`src/rtl/sirq_pkg.sv`:
```
// Package: shared widths, control bit positions and register selector
// for the socket interrupt block. Assumes an 8-bit register bus.
package sirq_pkg;
    parameter int unsigned REG_W  = 8;
    parameter int unsigned N_EVT  = 4;
    parameter int unsigned N_SRC  = 3;
    localparam int unsigned CTL_USED   = 5;
    localparam int unsigned CTL_PWRDN  = 0;
    localparam int unsigned CTL_CSCLVL = 1;
    localparam int unsigned CTL_W1C    = 2;
    localparam int unsigned CTL_ALVL   = 3;
    localparam int unsigned CTL_BLVL   = 4;

    typedef enum logic {
        SEL_CTRL = 1'b0,
        SEL_STAT = 1'b1
    } reg_sel_e;
endpackage

```
`src/rtl/sirq_ctrl_reg.sv`:
```
// Module: global control register shared by both sockets.
// Holds USED writable bits; the upper bits read as zero.
// Assumes the write strobe is already decoded to this register.
module sirq_ctrl_reg #(
    parameter int unsigned REG_W = 8,
    parameter int unsigned USED  = 5
) (
    input  logic             clk,
    input  logic             rst_n,
    input  logic             we,
    input  logic [REG_W-1:0] wdata,
    output logic [REG_W-1:0] ctl
);
    localparam int unsigned PAD = REG_W - USED;

    logic [USED-1:0] ctl_q;

    // Capture the writable bits on a decoded write.
    always_ff @(posedge clk) begin
        if (!rst_n)
            ctl_q <= '0;
        else if (we)
            ctl_q <= wdata[USED-1:0];
    end

    assign ctl = {{PAD{1'b0}}, ctl_q};
endmodule

```
`src/rtl/sirq_status_flags.sv`:
```
// Module: sticky status-change flags, one per input.
// Each input is compared with its previous sample. Any transition sets
// the flag, and a set has priority over a clear in the same cycle.
// Assumes the inputs are synchronous to clk.
module sirq_status_flags #(
    parameter int unsigned N = 4
) (
    input  logic         clk,
    input  logic         rst_n,
    input  logic [N-1:0] ev_in,
    input  logic [N-1:0] clr,
    output logic [N-1:0] flags,
    output logic [N-1:0] evt
);
    for (genvar i = 0; i < N; i++) begin : g_flag
        logic prev_q;
        logic flag_q;

        // Track the previous input sample and the sticky flag.
        always_ff @(posedge clk) begin
            if (!rst_n) begin
                prev_q <= ev_in[i];
                flag_q <= 1'b0;
            end else begin
                prev_q <= ev_in[i];
                flag_q <= (flag_q & ~clr[i]) | evt[i];
            end
        end

        assign evt[i]   = ev_in[i] ^ prev_q;
        assign flags[i] = flag_q;
    end
endmodule

```
`src/rtl/sirq_irq_sig.sv`:
```
// Module: host interrupt signaller for one source.
// In level mode the output is the pending condition delayed by one clock.
// In edge mode the output pulses for one clock on each rise of pending.
module sirq_irq_sig (
    input  logic clk,
    input  logic rst_n,
    input  logic level_mode,
    input  logic pend,
    output logic irq
);
    logic pend_q;

    // Register the previous pending state and the output.
    always_ff @(posedge clk) begin
        if (!rst_n) begin
            pend_q <= 1'b0;
            irq    <= 1'b0;
        end else begin
            pend_q <= pend;
            irq    <= level_mode ? pend : (pend & ~pend_q);
        end
    end
endmodule

```
`src/rtl/sock_irq_ctl.sv`:
```
// Module: socket interrupt control and status, top level.
// Decodes the register bus, holds the shared control byte and the status
// flags, signals three host interrupts and gates the card output enable.
// Assumes bus_rd and bus_wr are never high together.
module sock_irq_ctl
    import sirq_pkg::*;
(
    input  logic             clk,
    input  logic             rst_n,
    input  logic             bus_sel,
    input  logic             bus_wr,
    input  logic             bus_rd,
    input  logic [REG_W-1:0] bus_wdata,
    output logic [REG_W-1:0] bus_rdata,
    input  logic             card_a_req,
    input  logic             card_b_req,
    input  logic             cd_in,
    input  logic             rdy_in,
    input  logic             bwarn_in,
    input  logic             bdead_in,
    input  logic             card_access,
    output logic             irq_a,
    output logic             irq_b,
    output logic             irq_csc,
    output logic             card_oe
);
    localparam int unsigned STAT_PAD = REG_W - N_EVT;

    logic [REG_W-1:0] ctl;
    logic [N_EVT-1:0] flags;
    logic [N_EVT-1:0] evt;
    logic [N_EVT-1:0] ev_in;
    logic [N_EVT-1:0] clr;
    logic [N_SRC-1:0] pend;
    logic [N_SRC-1:0] mode;
    logic [N_SRC-1:0] irq_v;
    logic             ctl_we;
    logic             stat_rd;
    logic             stat_wr;

    assign ctl_we  = bus_wr && (reg_sel_e'(bus_sel) == SEL_CTRL);
    assign stat_rd = bus_rd && (reg_sel_e'(bus_sel) == SEL_STAT);
    assign stat_wr = bus_wr && (reg_sel_e'(bus_sel) == SEL_STAT);

    sirq_ctrl_reg #(.REG_W(REG_W), .USED(CTL_USED)) u_ctl (
        .clk   (clk),
        .rst_n (rst_n),
        .we    (ctl_we),
        .wdata (bus_wdata),
        .ctl   (ctl)
    );

    assign ev_in = {bdead_in, bwarn_in, rdy_in, cd_in};

    // Select the clear vector from the active clear method.
    always_comb begin
        clr = '0;
        if (ctl[CTL_W1C]) begin
            if (stat_wr)
                clr = bus_wdata[N_EVT-1:0];
        end else if (stat_rd) begin
            clr = '1;
        end
    end

    sirq_status_flags #(.N(N_EVT)) u_flags (
        .clk   (clk),
        .rst_n (rst_n),
        .ev_in (ev_in),
        .clr   (clr),
        .flags (flags),
        .evt   (evt)
    );

    assign pend = {|flags, card_b_req, card_a_req};
    assign mode = {ctl[CTL_CSCLVL], ctl[CTL_BLVL], ctl[CTL_ALVL]};

    for (genvar s = 0; s < N_SRC; s++) begin : g_src
        sirq_irq_sig u_sig (
            .clk        (clk),
            .rst_n      (rst_n),
            .level_mode (mode[s]),
            .pend       (pend[s]),
            .irq        (irq_v[s])
        );
    end

    assign irq_a   = irq_v[0];
    assign irq_b   = irq_v[1];
    assign irq_csc = irq_v[2];

    // Return read data one clock after the strobe, zero otherwise.
    always_ff @(posedge clk) begin
        if (!rst_n)
            bus_rdata <= '0;
        else if (bus_rd)
            bus_rdata <= (reg_sel_e'(bus_sel) == SEL_CTRL) ? ctl
                                                            : {{STAT_PAD{1'b0}}, flags};
        else
            bus_rdata <= '0;
    end

    assign card_oe = !ctl[CTL_PWRDN] || card_access;
endmodule

```
`config.mk`:
```
export PLATFORM = sky130hd
export DESIGN_NAME = sock_irq_ctl
export DESIGN_NICKNAME = d
export VERILOG_FILES = /design/src/rtl/sirq_pkg.sv /design/src/rtl/sirq_ctrl_reg.sv /design/src/rtl/sirq_status_flags.sv /design/src/rtl/sirq_irq_sig.sv /design/src/rtl/sock_irq_ctl.sv
export SDC_FILE = /design/constraint.sdc
export NUM_CORES = 1
export LEC_CHECK = 0
export BUFFER_PORTS_ARGS = -buffer_cell sky130_fd_sc_hd__buf_2
export CORE_UTILIZATION = 42
export DETAILED_ROUTE_END_ITERATION = 10
export HOLD_SLACK_MARGIN = 0.12
export PLACE_DENSITY = 0.81
export SLEW_MARGIN = 20
export SYNTH_ARGS = -nofsm -noshare
export SYNTH_HDL_FRONTEND = slang
export SYNTH_SLANG_ARGS = --single-unit
```
`constraint.sdc`:
```
create_clock -name clk -period 0.9 [get_ports clk]
set_input_delay 0.135 -clock clk [delete_from_list [all_inputs] [get_ports clk]]
set_output_delay 0.135 -clock clk [all_outputs]
set_load 0.01 [all_outputs]
```
# Yosys cells after proc, flatten, opt, wreduce, memory -nomap -nowiden
# Index checks and enable logic that the tools add are counted.
classes:
  mux: 7
  n_bitwise: 25
  n_reduce_logical: 8
ops:
  columns: ["operator", "count"]
  rows:
  - ["$mux 4", 4]
  - ["$not 1->1", 10]
  - ["$and 1x1->1", 7]
  - ["$or 1x1->1", 4]
  - ["$reduce_or 4->1", 1]
  - ["$xor 1x1->1", 4]
  - ["$logic_and 1x1->1", 3]
  - ["$mux 1", 3]
  - ["$reduce_or 3->1", 1]
  - ["$reduce_and 2->1", 1]
  - ["$logic_not 1->1", 1]
  - ["$logic_or 1x1->1", 1]
word_totals:
  register_bits: 27
  inputBits: 20

# Logic depth before layout (Yosys ltp)
# Gate-level depths: netlist of the first run.
logic_depth:
  word_depth: 6
  mapped_depth: 5

# Modules after synthesis
# A second synthesis of the first run with hierarchy kept.
unflattened:
  cells_unflattened: 95
  hier_area_um2: 1047.3
by_module_without_submodules:
  columns: ["module", "instances", "cells_per_inst", "area_each_um2", "seq_area_each_um2"]
  rows:
  - ["sock_irq_ctl", 1, 36, 334.1, 160.2]
  - ["sirq_status_flags", 1, 24, 280.3, 160.2]
  - ["sirq_ctrl_reg", 1, 20, 219.0, 100.1]
  - ["sirq_irq_sig", 3, 5, 71.3, 40.0]

# Worst setup path before layout of the first run
# OpenSTA, ideal clock, no wires.
synth_timing:
  path_kind: "reg2reg"
  start: "reg u_flags.g_flag[3].flag_q"
  end: "reg g_src[2].u_sig.irq"
  setup_ps: 116
  arrival_time_ps: 840
  required_ps: 784
  setup_slack_ps: -57
  path_stages_with_launch: 3
  synth_period_minus_slack_ps: 957
  path_cell_list: "dfxtp_1 -> o41a_1 -> a21boi_1"
synth_via:
  elab_chain_cells: 3
synth_rtl:
  columns: ["item", "line_no", "rtl"]
  rows:
  - ["from (decl)", "sirq_status_flags.sv:17", "logic flag_q;"]
  - ["from (signal assigned)", "sirq_status_flags.sv:26", "flag_q <= (flag_q & ~clr[i]) | evt[i];"]
  - ["$reduce_or 4->1 *", "sock_irq_ctl.sv:75", "assign pend = {|flags, card_b_req, card_a_req};"]
  - ["$and 1x1->1", "sirq_irq_sig.sv:20", "irq <= level_mode ? pend : (pend & ~pend_q);"]
  - ["$mux 1 *", "sirq_irq_sig.sv:20", null]
  - ["to (signal assigned)", "sirq_irq_sig.sv:20", null]
  - ["to (decl)", "sirq_irq_sig.sv:9", "output logic irq"]
# Every way passes the cells marked *; elsewhere a longest branch is shown, timed or not.
# A chain may end at the register's enable or synchronous reset.

# Worst setup path after layout of the first run
# Ends and elaborated chain as after synthesis.

==> out/results.txt, run 1 <==
Status - finished, violations left
Failing checks - setup timing
Leak Pwr - 0.569 nW
Critical path arrival - 1.21 ns
Final ANT Viol Nets - 0
Req. time, crit path - 1.11 ns
Critical path type - reg2reg
Gr busiest metal - met2
Full die area - 2310 µm²
Setup ws final - -0.0978 ns
Initial Util - 44.9%
Synth top cells by count - dfxtp_1 (24), mux2i_1 (9), nand3_1 (8), a21boi_0 (6), nor2b_1 (5)
Final Power - 0.00194 W
Worst-path clk slew - 0.12 ns
Crit share post-route - 111%
Mapped Cells - 84
Tmin final - 0.998 ns
Largest net degree at the start of global routing - 14
Max-cap violations - 0
Syn Area/Cell - 10.6 µm²
GRT Util Overall - 16.6%
Final Hold Viols - 0
Setup TNS - -0.160 ns
Final instance area - 1270 µm²
CP max FO - 2
Nets - 151
Drt drc - 0
Async SR Flop Fraction - 0%
# IOs - 32
Num CTS Buffers - 3
Clock power share - 23.4%
Synthesized area - 891 µm²
Yosys warnings - 0
H-tree depth - 1
CTS tree - done
F_max - 1.00 GHz
Logic gate share of total power - 16.9%
Switching share of power - 24.1%
Top_reg_cell synth - dfxtp_1
Top cell type's share of synthesized area - 53.9%
Fin. max-slew vios - 0
Antenna violations before repair - 0
Die height - 48.1 µm
Cell taking the most area after synthesis - dfxtp_1
Vias - 736
Met1 Use GR - 20.9%
WL per Instance - 11.3 µm
Yosys cell types - 20
Root Driver - clkbuf_4
Routability congestion estimate - 0.873
Drt initial violations - 10
Seq cells post-synth - 24
Final setup skew - 0.00167 ns
Setup-failing EPs final - 2
First-pass DRT Iterations - 4
Critical Path Source Type - flip-flop
Sink Count - 24
Overflow after GRT - 0
Synth top area cells - dfxtp_1 (54%), mux2i_1 (10%), a21boi_0 (5.1%)
Pwr/cell area - 1520 nW/µm²
# diodes - 0
Core area - 1980 µm²
Die W - 48.1 µm
Post-synthesis sequential area ratio - 53.9%
Met3 usage - 2.64%
Internal Power - 0.00147 W
I/O Buffers - 25
Post-DR vias/cell - 4.72
Clock Tree Buf Depth - 2
Routed Wire Length - 1760 µm
Area growth, synth to finish - 42.8%
EDFF count, synth - 0
Vias in the first global route - 642
Worst VDD drop - 0.938 mV
Most common cell in the netlist - dfxtp_1
Rows - 16
Clk Latency, worst-skew pair - 0.30 ns
Global routing usage on met2 - 27.0%
Final HPWL DP - 1210 µm
Hold WC Path Type - in2reg
Flop pwr share - 59.8%
First-pass GRT wire length - 2660 µm
Switching pwr - 0.000466 W
Critical path endpoint category - flip-flop
RSZ-0062 raised after global routing - true
Placed Area - 1080 µm²
Share of layout cells above drive strength 1 - 38.0%
## registers in the layout, summed over array words and instances, names as in the netlist
| signal | cells |
|---|---|
| bus_rdata | 5 |
| g_src.u_sig.irq | 3 |
| g_src.u_sig.pend_q | 3 |
| u_ctl.ctl_q | 5 |
| u_flags.g_flag.flag_q | 4 |
| u_flags.g_flag.prev_q | 4 |
## power by group through the flow
stage	registers, W	logic, W	clock network (W)
5_1_grt	0.00117	0.000359	0.000497
4_1_cts	0.00116	0.000303	0.000455
3_3_place_gp	0.00118	0.000254	0
6_report	0.00116	0.000326	0.000453
3_5_place_dp	0.00118	0.000262	0
2_1_floorplan	0.00119	0.000139	0
## stage by stage
stage	std cells	hold WS (ns)	setup slack, ns	utilization (%)
3_3_place_gp	141	0.262	-0.0609	54.4
6_report	156	0.165	-0.0978	64.2
5_1_grt	156	0.165	-0.117	64.2
2_1_floorplan	86	0.163	-0.0534	-
3_5_place_dp	141	0.264	-0.0836	54.4
4_1_cts	155	0.164	-0.0959	61.6
## cells by family (layout without fill, tap and decap cells)
family,count (synthesis),count (layout),share of synthesized area (%)
flip-flops,24,24,53.9
XOR/XNOR,4,4,3.93
AND/OR/NAND/NOR,24,24,15.0
buffers and inverters,10,53,7.16
AO/OA/AOI/OAI,12,12,9.41
other,1,3,0.421
multiplexers,9,9,10.1
## critical path, stage by stage (launching register included)
cell      delay (ns)
dfxtp_1         0.34
o41a_1          0.43
a21boi_1        0.14
## placed cells by master, fill, tap and decap left out, types with 5 or more instances in the layout
master / count
buf_4: 10
buf_6: 5
mux2i_1: 9
buf_2: 20
nor2b_1: 5
dfxtp_1: 16
nand3_1: 7
a21boi_1: 5
dfxtp_2: 7
dlygate4sd3_1: 11
## final timing paths
kind	from	to	slack [ns]	cells past startpoint
worst max-delay path	u_flags.g_flag[3].flag_q	g_src[2].u_sig.irq	-0.1	2
worst min-delay path	bus_sel	bus_rdata[4]	0.16	3
worst min register to register	g_src[2].u_sig.pend_q	g_src[2].u_sig.irq	0.42	1
worst max register to register	u_flags.g_flag[3].flag_q	g_src[2].u_sig.irq	-0.1	2
## repair_timing
action                                  4_1_cts  5_1_grt
pin swaps                                     1        2
hold buffers                                 11        0
setup buffers                                 0        1
hold endpoints to repair                     11        0
endpoints found under the setup margin        7       14
gates resized for setup                       4       15
## layout make-up
| type | count | area (µm²) |
|---|---|---|
| Timing Repair Buffer | 46 | 342 |
| Multi-Input combinational cell | 52 | 367 |
| Inverter | 4 | 15.0 |
| Fill cell | 158 | 709 |
| Clock buffer | 3 | 22.5 |
| Tap cell | 27 | 33.8 |
| Sequential cell | 24 | 493 |
## per-layer routing
layer,up-vias,share of wire [%]
li1,363,-
met1,332,45
met2,35,46
met3,6,6.7
met4,0,2.5
met5,-,0
(Power assumes the default switching activity.)
==> run 2: changes to the inputs <==
--- a/config.mk
+++ b/config.mk
@@ -5,11 +5,13 @@
 export SDC_FILE = /design/constraint.sdc
 export NUM_CORES = 1
 export LEC_CHECK = 0
+export ABC_AREA = 1
 export BUFFER_PORTS_ARGS = -buffer_cell sky130_fd_sc_hd__buf_2
+export CAP_MARGIN = 20
 export CORE_UTILIZATION = 42
 export DETAILED_ROUTE_END_ITERATION = 10
 export HOLD_SLACK_MARGIN = 0.12
-export PLACE_DENSITY = 0.81
+export PLACE_DENSITY = 0.73
 export SLEW_MARGIN = 20
 export SYNTH_ARGS = -nofsm -noshare
 export SYNTH_HDL_FRONTEND = slang
==> out/results.txt, run 2 <==
Syn Area/Cell - 8.58 µm² (was 10.6 µm²)
Setup ws final - -0.0647 ns (was -0.0978 ns)
Final setup skew - 0.00962 ns (was 0.00167 ns)
Worst VDD drop - 1.05 mV (was 0.938 mV)
Clock power share - 27.7% (was 23.4%)
Largest net degree at the start of global routing - 14 (unchanged)
Seq cells post-synth - 24 (unchanged)
RSZ-0062 raised after global routing - true (unchanged)
Placed Area - 1020 µm² (was 1080 µm²)
Clock Tree Buf Depth - 2 (unchanged)
Critical path endpoint category - output port (was flip-flop)
Share of layout cells above drive strength 1 - 30.1% (was 38.0%)
Nets - 164 (was 151)
Yosys warnings - 0 (unchanged)
Most frequent cells in the layout - buf_2 (24), dfxtp_1 (21), inv_1 (14) (was buf_2 (20), dfxtp_1 (16), dlygate4sd3_1 (11))
Non-filler cells in the finished layout - 168 (was 156)
Hold WC Path Type - in2reg (unchanged)
Post-synthesis sequential area ratio - 56.0% (was 53.9%)
Final instance area - 1220 µm² (was 1270 µm²)
Async SR Flop Fraction - 0% (unchanged)
FF-to-FF path depth - 5 (was 2)
WL per Instance - 10.4 µm (was 11.3 µm)
Top cell type's share of synthesized area - 56.0% (was 53.9%)
Routability congestion estimate - 0.761 (was 0.873)
Biggest registers after layout - bus_rdata (5), u_ctl.ctl_q (5) (unchanged)
Most common cell after layout, fill and taps aside - buf_2 (unchanged)
Hold Path End - bus_rdata[4] (unchanged)
Top_reg_cell synth - dfxtp_1 (unchanged)
Largest family of logic cells by synthesized area - simple AND/OR/NAND/NOR gates (unchanged)
Root Driver - clkbuf_4 (unchanged)
Hold Startpoint - bus_sel (unchanged)
Mapped Cells - 100 (was 84)
Most common cell in the netlist - dfxtp_1 (unchanged)
Sink Count - 24 (unchanged)
Synth Area in Simple Gates - 14.1% (was 15.0%)
Post-DR vias/cell - 4.48 (was 4.72)
Reg-to-reg setup timing slack - 0.01 ns (was -0.1 ns)
Yosys cell types - 16 (was 20)
Pwr/cell area - 1670 nW/µm² (was 1520 nW/µm²)
Final HPWL DP - 1100 µm (was 1210 µm)
Antenna violations before repair - 0 (unchanged)
Full die area - 2230 µm² (was 2310 µm²)
Switching share of power - 24.3% (was 24.1%)
First-pass DRT Iterations - 4 (unchanged)
Internal Power - 0.00154 W (was 0.00147 W)
Hold Path Depth - 3 (unchanged)
Fin. max-slew vios - 0 (unchanged)
Initial Util - 47.1% (was 44.9%)
Req. time, crit path - 0.76 ns (was 1.11 ns)
Hold slack final - 0.159 ns (was 0.165 ns)
Vias - 753 (was 736)
# IOs - 32 (unchanged)
Final ANT Viol Nets - 0 (unchanged)
Reg-to-reg startpoint - u_ctl.ctl_q[2] (was u_flags.g_flag[3].flag_q)
Rows - 15 (was 16)
Synth top area cells - dfxtp_1 (56%), a21oi_1 (8.2%), inv_1 (6.1%) (was dfxtp_1 (54%), mux2i_1 (10%), a21boi_0 (5.1%))
Status - finished, violations left (unchanged)
Critical Path Source Type - flip-flop (unchanged)
Drt initial violations - 13 (was 10)
I/O Buffers - 25 (unchanged)
Cell taking the most area after synthesis - dfxtp_1 (unchanged)
Setup-failing EPs final - 1 (was 2)
Adder-Cell Fraction of Synth Area - 0% (unchanged)
Vias in the first global route - 647 (was 642)
Worst-path clk slew - 0.13 ns (was 0.12 ns)
Clk Latency, worst-skew pair - 0.32 ns (was 0.30 ns)
Synth top cells by count - dfxtp_1 (24), a21oi_1 (14), inv_1 (14), nand2_1 (13), o21ai_0 (10) (was dfxtp_1 (24), mux2i_1 (9), nand3_1 (8), a21boi_0 (6), nor2b_1 (5))
Setup TNS - -0.0647 ns (was -0.160 ns)
F_max - 1.04 GHz (was 1.00 GHz)
Core area - 1820 µm² (was 1980 µm²)
Failing checks - setup timing (unchanged)
Area growth, synth to finish - 41.8% (was 42.8%)
Drt drc - 0 (unchanged)
Tmin final - 0.965 ns (was 0.998 ns)
Critical path arrival - 0.83 ns (was 1.21 ns)
Xor/xnor share of the synthesized area - 4.08% (was 3.93%)
CP max FO - 2 (unchanged)
Critical path type - reg2out (was reg2reg)
Die W - 47.2 µm (was 48.1 µm)
Die height - 47.2 µm (was 48.1 µm)
H-tree depth - 1 (unchanged)
Num CTS Buffers - 3 (unchanged)
CTS tree - done (unchanged)
Crit share post-route - 107% (was 111%)
Logic gate share of total power - 15.2% (was 16.9%)
# diodes - 0 (unchanged)
Core Util, Final - 66.9% (was 64.2%)
GRT Util Overall - 16.6% (about the same)
Synth Area in Compound Gates - 14.0% (was 9.41%)
First-pass GRT wire length - 2500 µm (was 2660 µm)
Synthesized area - 858 µm² (was 891 µm²)
Max-cap violations - 0 (unchanged)
Routed Wire Length - 1740 µm (was 1760 µm)
Reg-to-Reg End - u_flags.g_flag[1].flag_q (was g_src[2].u_sig.irq)
Mux share of post-synthesis cell area - 0% (was 10.1%)
EDFF count, synth - 0 (unchanged)
Final Hold Viols - 0 (unchanged)
Placed cells - 150 (was 141)
Leak Pwr - 0.579 nW (was 0.569 nW)
Switching pwr - 0.000493 W (was 0.000466 W)
Overflow after GRT - 0 (unchanged)
Flop pwr share - 57.0% (was 59.8%)
-- run 2: cell count changes after synthesis, moves of 2 or more --
| cell | before | now |
|---|---|---|
| nand2_1 | 1 | 13 |
| a21oi_1 | 4 | 14 |
| inv_1 | 4 | 14 |
| o21ai_0 | 0 | 10 |
| mux2i_1 | 9 | 0 |
| nand3_1 | 8 | 1 |
| a21boi_0 | 6 | 0 |
| nor2_1 | 4 | 9 |
| nor2b_1 | 5 | 0 |
| xnor2_1 | 0 | 4 |
| xor2_1 | 4 | 0 |
| and2_1 | 2 | 0 |
| nand2b_1 | 2 | 0 |
-- run 2: metal layers --
metal | GRT usage, % | vias up | wire [µm] | part of all wire [%]
li1 | - | 393 | - | -
met1 | 19.1 | 335 | 785 | 45
met2 | 28.6 | 21 | 872 | 50
met3 | 3.46 | 4 | 57 | 3.3
met4 | 9.14 | 0 | 27 | 1.5
met5 | 0 | - | 0 | 0
-- run 2: worst max-delay path, cell delays in order (launching register included) --
cell and delay (ns):
dfxtp_2 0.35, nand2_1 0.05, buf_2 0.13
-- run 2: what timing repair did --
action,in CTS,in global routing
resized for setup,1,9
pin swaps,1,9
setup buffers,1,0
hold buffers,13,0
endpoints found under the hold margin,17,0
setup endpoints to repair,1,15
-- run 2: worst max path at each step --
stage / slack (ns) / endpoint / start
4_1_cts: -0.08 / card_oe / u_ctl.ctl_q[0]
5_1_grt: -0.11 / card_oe / u_ctl.ctl_q[0]
3_3_place_gp: 0.04 / u_ctl.ctl_q[3] / bus_sel
3_5_place_dp: 0.005 / u_ctl.ctl_q[4] / bus_sel
2_1_floorplan: 0.05 / u_flags.g_flag[0].flag_q / u_ctl.ctl_q[2]
6_report: -0.06 / card_oe / u_ctl.ctl_q[0]
-- run 2: logic make-up (layout without fill, tap and decap cells) --
family	after synthesis	after routing
compound gates	24	24
flops	24	24
buf+inv	20	61
other cells	1	3
xor+xnor	4	4
simple gates	27	27
-- run 2: final cells by class --
type                       instances  area, µm²
clock buffer                       4       36.3
fill                             155        603
inverter                          15       56.3
multi-input combinational         58        302
sequential                        24        484
tap                               25       31.3
timing repair buffer              42        308
-- run 2: per-stage QoR --
stage	power, W	setup WS [ns]
floorplan	0.00133	0.0489
global placement	0.00141	0.0358
detailed placement	0.00142	0.00531
CTS	0.00202	-0.0756
global route	0.00212	-0.109
finish	0.00203	-0.0647
-- run 2: power by group through the flow --
stage | Combinational, W | Clock (W) | Sequential [W]
after floorplan | 0.000143 | 0 | 0.00119
after global placement | 0.000235 | 0 | 0.00118
after detailed placement | 0.000241 | 0 | 0.00118
after CTS | 0.000289 | 0.000574 | 0.00115
after global routing | 0.000337 | 0.000613 | 0.00116
final | 0.000309 | 0.000563 | 0.00116
==> run 3: changes to the inputs <==
--- a/config.mk
+++ b/config.mk
@@ -8,8 +8,10 @@
 export ABC_AREA = 1
 export BUFFER_PORTS_ARGS = -buffer_cell sky130_fd_sc_hd__buf_2
 export CAP_MARGIN = 20
+export CORE_MARGIN = 5
 export CORE_UTILIZATION = 42
 export DETAILED_ROUTE_END_ITERATION = 10
+export GPL_ROUTABILITY_DRIVEN = 0
 export HOLD_SLACK_MARGIN = 0.12
 export PLACE_DENSITY = 0.73
 export SLEW_MARGIN = 20
==> out/results.txt, run 3 (synthesized netlist as in run 2, its figures left out) <==
First-pass DRT Iterations - 4 (unchanged)
Most frequent cells in the layout - buf_2 (23), dfxtp_1 (20), dlygate4sd3_1 (15) (was buf_2 (24), dfxtp_1 (21), inv_1 (14))
I/O Buffers - 25 (unchanged)
Final setup skew - 0.00437 ns (was 0.00962 ns)
Final ANT Viol Nets - 0 (unchanged)
Vias - 764 (was 753)
Crit share post-route - 107% (about the same)
Sink Count - 24 (unchanged)
Worst-path clk slew - 0.12 ns (was 0.13 ns)
Hold Path End - bus_rdata[3] (was bus_rdata[4])
Biggest registers after layout - bus_rdata (5), u_ctl.ctl_q (5) (unchanged)
# IOs - 32 (unchanged)
# diodes - 0 (unchanged)
GRT Util Overall - 12.4% (was 16.6%)
Hold Path Depth - 3 (unchanged)
Routed Wire Length - 1990 µm (was 1740 µm)
Root Driver - clkbuf_4 (unchanged)
Max-cap violations - 0 (unchanged)
FF-to-FF path depth - 5 (unchanged)
Area growth, synth to finish - 45.2% (was 41.8%)
Antenna violations before repair - 0 (unchanged)
First-pass GRT wire length - 3040 µm (was 2500 µm)
Status - finished, violations left (unchanged)
Rows - 16 (was 15)
Setup ws final - -0.0602 ns (was -0.0647 ns)
Hold WC Path Type - in2reg (unchanged)
Final Hold Viols - 0 (unchanged)
Reg-to-reg startpoint - u_ctl.ctl_q[2] (unchanged)
Critical path arrival - 0.83 ns (about the same)
Drt drc - 0 (unchanged)
Hold slack final - 0.219 ns (was 0.159 ns)
Critical path endpoint category - output port (unchanged)
Reg-to-Reg End - u_flags.g_flag[2].flag_q (was u_flags.g_flag[1].flag_q)
Vias in the first global route - 730 (was 647)
Largest net degree at the start of global routing - 14 (unchanged)
Pwr/cell area - 1630 nW/µm² (was 1670 nW/µm²)
Critical Path Source Type - flip-flop (unchanged)
CTS tree - done (unchanged)
Final HPWL DP - 1260 µm (was 1100 µm)
Req. time, crit path - 0.76 ns (about the same)
H-tree depth - 1 (unchanged)
Most common cell after layout, fill and taps aside - buf_2 (unchanged)
Fin. max-slew vios - 0 (unchanged)
Core area - 1960 µm² (was 1820 µm²)
Post-DR vias/cell - 4.39 (was 4.48)
Leak Pwr - 0.594 nW (was 0.579 nW)
Full die area - 3050 µm² (was 2230 µm²)
Die W - 55.2 µm (was 47.2 µm)
Reg-to-reg setup timing slack - -0.02 ns (was 0.01 ns)
Tmin final - 0.960 ns (was 0.965 ns)
Overflow after GRT - 0 (unchanged)
Failing checks - setup timing (unchanged)
CP max FO - 2 (unchanged)
Core Util, Final - 63.5% (was 66.9%)
Initial Util - 43.7% (was 47.1%)
Setup-failing EPs final - 4 (was 1)
Hold Startpoint - bus_sel (unchanged)
Nets - 168 (was 164)
Die height - 55.2 µm (was 47.2 µm)
Clk Latency, worst-skew pair - 0.30 ns (was 0.32 ns)
Critical path type - reg2out (unchanged)
Drt initial violations - 17 (was 13)
Worst VDD drop - 0.898 mV (was 1.05 mV)
Num CTS Buffers - 3 (unchanged)
Clock Tree Buf Depth - 2 (unchanged)
F_max - 1.04 GHz (about the same)
WL per Instance - 11.5 µm (was 10.4 µm)
Share of layout cells above drive strength 1 - 31.3% (was 30.1%)
RSZ-0062 raised after global routing - true (unchanged)
run 3: timing repair:
| item | CTS | global route |
|---|---|---|
| endpoints found under the hold margin | 17 | 4 |
| pin swaps | 1 | 6 |
| cloned | 0 | 0 |
| gates resized for setup | 2 | 11 |
| buffers inserted | 1 | 1 |
| endpoints found under the setup margin | 5 | 19 |
| hold buffers | 13 | 3 |
run 3: how the worst max path moves through the flow:
stage | from | end | slack, ns | cells past startpoint
floorplan | u_ctl.ctl_q[2] | u_flags.g_flag[0].flag_q | 0.05 | 5
global placement | bus_sel | u_ctl.ctl_q[3] | 0.04 | 5
detailed placement | u_ctl.ctl_q[2] | u_flags.g_flag[3].flag_q | 0.007 | 5
CTS | u_ctl.ctl_q[0] | card_oe | -0.06 | 2
global route | u_ctl.ctl_q[0] | card_oe | -0.10 | 2
finish | u_ctl.ctl_q[0] | card_oe | -0.06 | 2
run 3: where the power goes:
part           internal, W  leakage (nW)  total, W  switching [W]
sequential         0.00113         0.201   0.00116      0.0000253
combinational     0.000163         0.372  0.000326       0.000163
clock             0.000247        0.0210  0.000542       0.000296
run 3: final cells by class:
class,instances,area (µm²)
multi-input combinational,58,302
fill,173,716
inverter,15,56.3
tap,27,33.8
timing repair buffer,46,333
sequential,24,485
clock buffer,4,36.3
run 3: per-layer routing:
metal | wire length [µm] | global-route usage, % | up-vias
li1 | - | - | 401
met1 | 837 | 13.3 | 331
met2 | 1030 | 22.0 | 28
met3 | 89 | 2.56 | 4
met4 | 34 | 7.29 | 0
met5 | 0 | 0 | -
run 3: stage by stage:
step / total power (W) / area (µm²) / instances / TNS (ns) / worst slack (ns)
floorplan: 0.00133 / 866 / 102 / 0 / 0.0489
global placement: 0.00141 / 1010 / 153 / 0 / 0.0417
detailed placement: 0.00142 / 1010 / 153 / 0 / 0.00706
CTS: 0.00200 / 1190 / 171 / -0.256 / -0.0634
global route: 0.00212 / 1250 / 174 / -0.405 / -0.102
finish: 0.00203 / 1250 / 174 / -0.108 / -0.0602
run 3: critical path, stage by stage, from the launching register on:
cell,delay (ns)
dfxtp_2,0.35
nand2_1,0.04
buf_2,0.13
